`config.mk`:
```
export PLATFORM = sky130hd
export DESIGN_NAME = vme_a24_decoder
export DESIGN_NICKNAME = d
export VERILOG_FILES = /design/src/rtl/vad_pkg.sv /design/src/rtl/vad_sync.sv /design/src/rtl/vad_decode.sv /design/src/rtl/vad_hold.sv /design/src/rtl/vme_a24_decoder.sv
export SDC_FILE = /design/constraint.sdc
export NUM_CORES = 1
export LEC_CHECK = 0
export ABC_AREA = 1
export BUFFER_PORTS_ARGS = -buffer_cell sky130_fd_sc_hd__buf_2
export CORE_MARGIN = 1.5
export CORE_UTILIZATION = 50
export CTS_BUF_LIST = sky130_fd_sc_hd__clkbuf_8
export DETAILED_ROUTE_END_ITERATION = 8
export HOLD_SLACK_MARGIN = 0.1
export PLACE_DENSITY = 0.77
export SETUP_SLACK_MARGIN = 0.02
export SLEW_MARGIN = 5
export SYNTH_ARGS = -nofsm -noshare
export SYNTH_HDL_FRONTEND = slang
export SYNTH_SLANG_ARGS = --single-unit
```
`constraint.sdc`:
```
create_clock -name clk -period 1.7 [get_ports clk]
set_input_delay 0.17 -clock clk [delete_from_list [all_inputs] [get_ports clk]]
set_output_delay 0.17 -clock clk [all_outputs]
set_load 0.01 [all_outputs]
```
`src/rtl/vad_pkg.sv`:
```
package vad_pkg;

  localparam int ADDR_W = 24;
  localparam int AM_W   = 6;
  localparam int SLOT_W = 5;
  localparam int DEV_W  = 4;
  localparam int LB_W   = 15;
  localparam int DS_W   = 2;

  // Accepted A24 modifier codes (data and program, user and supervisor)
  function automatic logic am_accept(input logic [AM_W-1:0] am);
    case (am)
      6'h39, 6'h3A, 6'h3D, 6'h3E: am_accept = 1'b1;
      default:                    am_accept = 1'b0;
    endcase
  endfunction

  // Populated device codes: 0..13 except 3
  function automatic logic dev_present(input int code);
    dev_present = (code >= 0) && (code <= 13) && (code != 3);
  endfunction

  // Slot field equals inverted geographic address pins
  function automatic logic slot_match(input logic [SLOT_W-1:0] slot,
                                      input logic [SLOT_W-1:0] ga_n);
    slot_match = (slot == ~ga_n);
  endfunction

endpackage

```
`src/rtl/vad_sync.sv`:
```
module vad_sync #(
  parameter int          W       = 1,
  parameter logic [W-1:0] RST_VAL = '0
) (
  input  logic         clk,
  input  logic         rst_n,
  input  logic [W-1:0] d_async,
  output logic [W-1:0] q_sync
);

  logic [W-1:0] stage1;

  always_ff @(posedge clk or negedge rst_n) begin
    if (!rst_n) begin
      stage1 <= RST_VAL;
      q_sync <= RST_VAL;
    end else begin
      stage1 <= d_async;
      q_sync <= stage1;
    end
  end

endmodule

```
`src/rtl/vad_decode.sv`:
```
module vad_decode
  import vad_pkg::*;
#(
  parameter int ADDR_W_P = ADDR_W,
  parameter int SLOT_W_P = SLOT_W,
  parameter int DEV_W_P  = DEV_W,
  parameter int LB_W_P   = LB_W,
  localparam int DEV_LSB = LB_W_P,
  localparam int SLOT_LSB = LB_W_P + DEV_W_P,
  localparam int DEV_N   = 1 << DEV_W_P
) (
  input  logic [ADDR_W_P-1:0] addr,
  input  logic [AM_W-1:0]     am,
  input  logic [SLOT_W_P-1:0] ga_n,
  output logic                dec_valid,
  output logic [DEV_N-1:0]    dec_sel,
  output logic [LB_W_P-1:0]   dec_addr
);

  logic [SLOT_W_P-1:0] slot_fld;
  logic [DEV_W_P-1:0]  dev_fld;
  logic                slot_hit;
  logic                am_hit;
  logic [DEV_N-1:0]    dev_hit;

  assign slot_fld = addr[SLOT_LSB +: SLOT_W_P];
  assign dev_fld  = addr[DEV_LSB +: DEV_W_P];
  assign slot_hit = (slot_fld == ~ga_n);
  assign am_hit   = am_accept(am);

  // One comparator per device code; unpopulated codes tie off
  for (genvar g = 0; g < DEV_N; g++) begin : g_dev
    if (dev_present(g)) begin : g_pop
      assign dev_hit[g] = (dev_fld == DEV_W_P'(g));
    end else begin : g_empty
      assign dev_hit[g] = 1'b0;
    end
  end

  assign dec_sel   = (slot_hit && am_hit) ? dev_hit : '0;
  assign dec_valid = slot_hit && am_hit && dev_present(int'(dev_fld));
  assign dec_addr  = dec_valid ? addr[LB_W_P-1:0] : '0;

endmodule

```
`src/rtl/vad_hold.sv`:
```
module vad_hold #(
  parameter int DEV_N  = 16,
  parameter int LB_W_P = 15,
  parameter int DS_W_P = 2
) (
  input  logic              clk,
  input  logic              rst_n,
  input  logic              as_n_s,
  input  logic [DS_W_P-1:0] ds_n_s,
  input  logic              write_n_s,
  input  logic              dec_valid,
  input  logic [DEV_N-1:0]  dec_sel,
  input  logic [LB_W_P-1:0] dec_addr,
  output logic              as_fall_evt,
  output logic              as_rise_evt,
  output logic              cyc_valid,
  output logic [DEV_N-1:0]  lb_dev_sel,
  output logic [LB_W_P-1:0] lb_addr,
  output logic              lb_write,
  output logic              lb_ds
);

  logic as_prev;

  assign as_fall_evt = as_prev && !as_n_s;
  assign as_rise_evt = !as_prev && as_n_s;

  always_ff @(posedge clk or negedge rst_n) begin
    if (!rst_n) begin
      as_prev    <= 1'b1;
      cyc_valid  <= 1'b0;
      lb_dev_sel <= '0;
      lb_addr    <= '0;
      lb_write   <= 1'b0;
    end else begin
      as_prev <= as_n_s;
      if (as_fall_evt) begin
        cyc_valid  <= dec_valid;
        lb_dev_sel <= dec_sel;
        lb_addr    <= dec_addr;
        lb_write   <= dec_valid && !write_n_s;
      end else if (as_rise_evt) begin
        cyc_valid  <= 1'b0;
        lb_dev_sel <= '0;
        lb_addr    <= '0;
        lb_write   <= 1'b0;
      end
    end
  end

  assign lb_ds = cyc_valid && !(&ds_n_s);

  AST_HOLD_STABLE: assert property (@(posedge clk) disable iff (!rst_n)
    (!as_fall_evt && !as_rise_evt) |=> ($stable(cyc_valid) && $stable(lb_addr)
                                        && $stable(lb_dev_sel) && $stable(lb_write)));

  AST_CAPTURE_ON_FALL: assert property (@(posedge clk) disable iff (!rst_n)
    as_fall_evt |=> (lb_addr == $past(dec_addr)));

  AST_CLEAR_ON_RISE: assert property (@(posedge clk) disable iff (!rst_n)
    as_rise_evt |=> (!cyc_valid && lb_dev_sel == '0 && !lb_write));

  AST_DS_GATED: assert property (@(posedge clk) disable iff (!rst_n)
    lb_ds |-> cyc_valid);

endmodule

```
`src/rtl/vme_a24_decoder.sv`:
```
module vme_a24_decoder
  import vad_pkg::*;
#(
  parameter int ADDR_W_P = ADDR_W,
  parameter int SLOT_W_P = SLOT_W,
  parameter int DEV_W_P  = DEV_W,
  parameter int LB_W_P   = LB_W,
  parameter int DS_W_P   = DS_W,
  localparam int DEV_N   = 1 << DEV_W_P
) (
  input  logic                clk,
  input  logic                rst_n,
  input  logic [ADDR_W_P-1:0] vme_addr,
  input  logic [AM_W-1:0]     vme_am,
  input  logic [SLOT_W_P-1:0] vme_ga_n,
  input  logic                vme_as_n,
  input  logic [DS_W_P-1:0]   vme_ds_n,
  input  logic                vme_write_n,
  output logic [DEV_N-1:0]    lb_dev_sel,
  output logic [LB_W_P-1:0]   lb_addr,
  output logic                cyc_valid,
  output logic                lb_write,
  output logic                lb_ds
);

  logic [ADDR_W_P-1:0] addr_s;
  logic [AM_W-1:0]     am_s;
  logic [SLOT_W_P-1:0] ga_n_s;
  logic                as_n_s;
  logic [DS_W_P-1:0]   ds_n_s;
  logic                write_n_s;

  vad_sync #(.W(ADDR_W_P), .RST_VAL('0)) u_sync_addr (
    .clk(clk), .rst_n(rst_n), .d_async(vme_addr), .q_sync(addr_s));
  vad_sync #(.W(AM_W), .RST_VAL('0)) u_sync_am (
    .clk(clk), .rst_n(rst_n), .d_async(vme_am), .q_sync(am_s));
  vad_sync #(.W(SLOT_W_P), .RST_VAL('1)) u_sync_ga (
    .clk(clk), .rst_n(rst_n), .d_async(vme_ga_n), .q_sync(ga_n_s));
  vad_sync #(.W(1), .RST_VAL(1'b1)) u_sync_as (
    .clk(clk), .rst_n(rst_n), .d_async(vme_as_n), .q_sync(as_n_s));
  vad_sync #(.W(DS_W_P), .RST_VAL('1)) u_sync_ds (
    .clk(clk), .rst_n(rst_n), .d_async(vme_ds_n), .q_sync(ds_n_s));
  vad_sync #(.W(1), .RST_VAL(1'b1)) u_sync_wr (
    .clk(clk), .rst_n(rst_n), .d_async(vme_write_n), .q_sync(write_n_s));

  logic             dec_valid;
  logic [DEV_N-1:0] dec_sel;
  logic [LB_W_P-1:0] dec_addr;
  logic             as_fall_evt;
  logic             as_rise_evt;

  vad_decode #(
    .ADDR_W_P(ADDR_W_P), .SLOT_W_P(SLOT_W_P), .DEV_W_P(DEV_W_P), .LB_W_P(LB_W_P)
  ) u_decode (
    .addr(addr_s), .am(am_s), .ga_n(ga_n_s),
    .dec_valid(dec_valid), .dec_sel(dec_sel), .dec_addr(dec_addr)
  );

  vad_hold #(.DEV_N(DEV_N), .LB_W_P(LB_W_P), .DS_W_P(DS_W_P)) u_hold (
    .clk(clk), .rst_n(rst_n),
    .as_n_s(as_n_s), .ds_n_s(ds_n_s), .write_n_s(write_n_s),
    .dec_valid(dec_valid), .dec_sel(dec_sel), .dec_addr(dec_addr),
    .as_fall_evt(as_fall_evt), .as_rise_evt(as_rise_evt),
    .cyc_valid(cyc_valid), .lb_dev_sel(lb_dev_sel), .lb_addr(lb_addr),
    .lb_write(lb_write), .lb_ds(lb_ds)
  );

  AST_SEL_ONEHOT: assert property (@(posedge clk) disable iff (!rst_n)
    $onehot0(lb_dev_sel));

  AST_VALID_MATCHES_SEL: assert property (@(posedge clk) disable iff (!rst_n)
    cyc_valid == (lb_dev_sel != '0));

  AST_WRITE_NEEDS_VALID: assert property (@(posedge clk) disable iff (!rst_n)
    lb_write |-> cyc_valid);

  AST_ADDR_ZERO_IDLE: assert property (@(posedge clk) disable iff (!rst_n)
    !cyc_valid |-> (lb_addr == '0));

endmodule

```
==> impl_metrics.ini <==
[die]
io-pin-count = 75
fp.dieArea_um2 = 7689
die-width_um = 87.69
dieHeight_um = 87.69
initial_utilization_pct = 52.20
std_cell_rows = 30
core_region_area_um2 = 6869

[global_route]
grt_pass1_wl_mm = 10.14
grt.overflow.total = 0
largest_net_degree_at_the_start_of_global_routing = 57
first_global_vias = 2299
globalRouteTotalUtil_pct = 18.11
antenna_violations_before_repair = 0

[route]
route.final.wire_length_mm = 6.343
dr.first_iter.drc_count = 106
firstDrtPassIters = 4
routed_via_density = 4.614
wl_per_cell_um = 12.64
post-route-drc-count = 0
dr_total_vias = 2316
drtAntennaViolNets = 0

[cts]
clock_tree.htree_level_count = 3
clock_tree.root_cell = clkbuf_8
numClockSinks = 107
longest_clk_path_bufs = 2
numCtsBuffers = 9
tritoncts = built
post_cts_clock_slew_at_the_launch_and_capture_registers_of_the_worst_setup_and_hold_paths_ps = 90
clock_latency_ps = 370

[logic_synthesis]
synth_compound_gate_area_share_pct = 0.6629
syn-mean-instance-area_um2 = 12.72
synth_area_leader = dfrtp_1
yosys-mux-area-fraction_pct = 0
async_set_reset_flop_share_out_of_synthesis_pct = 100.0
ys_types = 24
ys_warn_count = 0
ys_top_cells_by_area = dfrtp_1, dfstp_2, nand2_1, nand4_1, inv_1
synthesis.instances = 282
synthMostInstantiatedCell = dfrtp_1
post_synth_instance_area_um2 = 3586
ys_top_cells_by_count = dfrtp_1, nand2_1, nand4_1
seq_area_frac_synth_pct = 75.33
adder_cell_share_of_the_synthesized_area_pct = 0.3489
ys_ff_latch = 107
post_synth_edffs = 0
synthesized_area_fraction_occupied_by_and_or_nand_nor_cells_pct = 17.90
synth_top_family_by_area = simple AND/OR/NAND/NOR gates
synth_top_cell_area_share_pct = 61.41
fraction_of_synthesized_cell_area_in_xor_and_xnor_cells_pct = 0.4536
synth_ff_type = dfrtp_1

[flow_run]
maxCapViolCount = 0

[worst_setup_path]
worst_ep_arrival_time_ps = 1900
startpoint_of_the_worst_slack_reg_to_reg_timing_path = u_sync_as.q_sync
worstSetupEndpointType = flip-flop
critical_path_class = flip-flop to flip-flop
r2r-end = u_hold.lb_addr[7]
critical_path.startpoint = u_sync_as.q_sync
crit_path_max_fo = 8
reg2reg_slack_ps = 100
cp-start-kind = flip-flop
timing.critical_path.required_ps = 2000
rr_worst_depth = 8
crit_path_end = u_hold.lb_addr[7]

[layout]
final.fill_count = 520
insertedDiodeCount = 0
area_growth_syn_to_layout_pct = 31.30
fraction_of_final_layout_cells_with_drive_strength_greater_than_1_pct = 33.00
final_area_um2 = 4708
nets_finish = 443

[placed_design]
placed_area_um2 = 4053
hpwlAfterDp_mm = 3.715
globalplace.congestion = 0.8511
portBuffers = 70

[outcome]
outcome = complete, no violations

[sta]
min_period_ps = 1598
grt_setup_unrepaired = true
achievable-frequency_mhz = 625.8
setup_total_negative_slack_ps = 0
hold_viol_final = 0
finalClockSkew_ps = 12.49
setup_viol = 0
final_min_period_over_clock_period_pct = 94.00
slew_viol_final = 0

[power]
powerDensity_nw_per_um2 = 971.8
static-leakage-power_uw = 0.002472
peakVddDrop_mv = 0.6824

[min_path]
min_path_type = input pin to asynchronous set/reset pin
[cells by family after synthesis]
group                      Yosys count
buffers and inverters               35
adders and majority gates            1
and+or+nand+nor                    133
DFF                                107
xor gates and xnor gates             1
AOI/OAI and AO/OA                    4
other                                1
[layout make-up]
class | count | area, um^2 | area share (%)
repair buffers | 117 | 858.3 | 18.23
multi-input cells | 142 | 730.7 | 15.52
flip-flops and latches | 107 | 2701 | 57.37
well taps | 96 | 120.1 | 2.551
inverters | 24 | 90.09 | 1.913
clock buffers | 9 | 123.9 | 2.631
clock inverters | 7 | 83.83 | 1.780
[routing by layer]
metal | part of all wire (%) | wire, um | global-route usage, % | vias to the layer above
met1 | 42 | 2658 | 22.46 | 1114
met4 | 2.8 | 179 | 9.957 | 0
met3 | 4.1 | 260 | 4.430 | 12
met5 | 0 | 0 | 0 | -
li1 | - | - | - | 1123
met2 | 51 | 3244 | 29.44 | 67
[where the power goes]
group          total, uW  switching [uW]  internal (uW)
sequential          2690            33.6           2650
clock               1560             858            706
combinational        324             172            152
[worst min-delay path by stage]
stage | startpoint | end | slack (ps)
6_report | rst_n | u_sync_am.q_sync[0] | 210
5_1_grt | rst_n | u_sync_am.q_sync[0] | 230
4_1_cts | rst_n | u_sync_addr.stage1[23] | 190
3_5_place_dp | rst_n | u_sync_addr.stage1[23] | 40
3_3_place_gp | rst_n | u_sync_addr.stage1[23] | 40
2_1_floorplan | rst_n | u_hold.cyc_valid | -130
[per-stage QoR]
step / power (uW) / instances / worst slack, ps / hold WS (ps) / utilization [%]
4_1_cts: 4590 / 500 / 21.97 / 193.2 / 67.70
2_1_floorplan: 2843 / 284 / 113.7 / -125.6 / -
3_3_place_gp: 2962 / 445 / 73.51 / 38.72 / 59.00
5_1_grt: 4780 / 502 / 17.43 / 225.0 / 68.54
6_report: 4576 / 502 / 101.9 / 206.8 / 68.54
3_5_place_dp: 2973 / 445 / 30.66 / 44.90 / 59.00
[worst max-delay path, stage by stage, from the launching register on]
cell and delay (ps):
dfstp_2 550, inv_2 50, ha_4 230, nor2_4 100
o21ai_2 80, nor2_4 180, clkbuf_16 180, nand4_1 90
nand2_1 90
[timing repair]
action                     4_1_cts  5_1_grt
setup endpoints to repair        0       23
setup buffers                    0        1
hold buffers                    39        0
hold endpoints to repair       129        0
gates resized for setup          0        6
[layout by cell type, fill, tap and decap left out, drive strengths merged]
master	synthesis	layout
dfrtp	88	88
nand2	82	82
buf	10	77
dlygate4sd3	0	39
nand4	26	26
inv	24	26
dfstp	19	19
nor2	19	19
clkbuf	1	10
nand3	4	4
clkinv	0	4
conb	1	3
o21ai	3	3
nor3	2	2
a21oi	1	1
xnor2	1	1
ha	1	1
bufinv	0	1
[registers in the layout (all words and copies together) (netlist names)]
register / count
u_sync_wr.stage1: 1
u_hold.cyc_valid: 1
u_hold.lb_write: 1
u_sync_ds.q_sync: 2
u_hold.lb_dev_sel: 13
u_sync_as.stage1: 1
u_sync_addr.stage1: 24
u_sync_addr.q_sync: 24
u_sync_am.stage1: 5
u_hold.as_prev: 1
u_sync_wr.q_sync: 1
u_sync_ga.stage1: 5
u_sync_ga.q_sync: 5
u_sync_am.q_sync: 5
u_hold.lb_addr: 15
u_sync_as.q_sync: 1
u_sync_ds.stage1: 2
(Power assumes the default switching activity.)
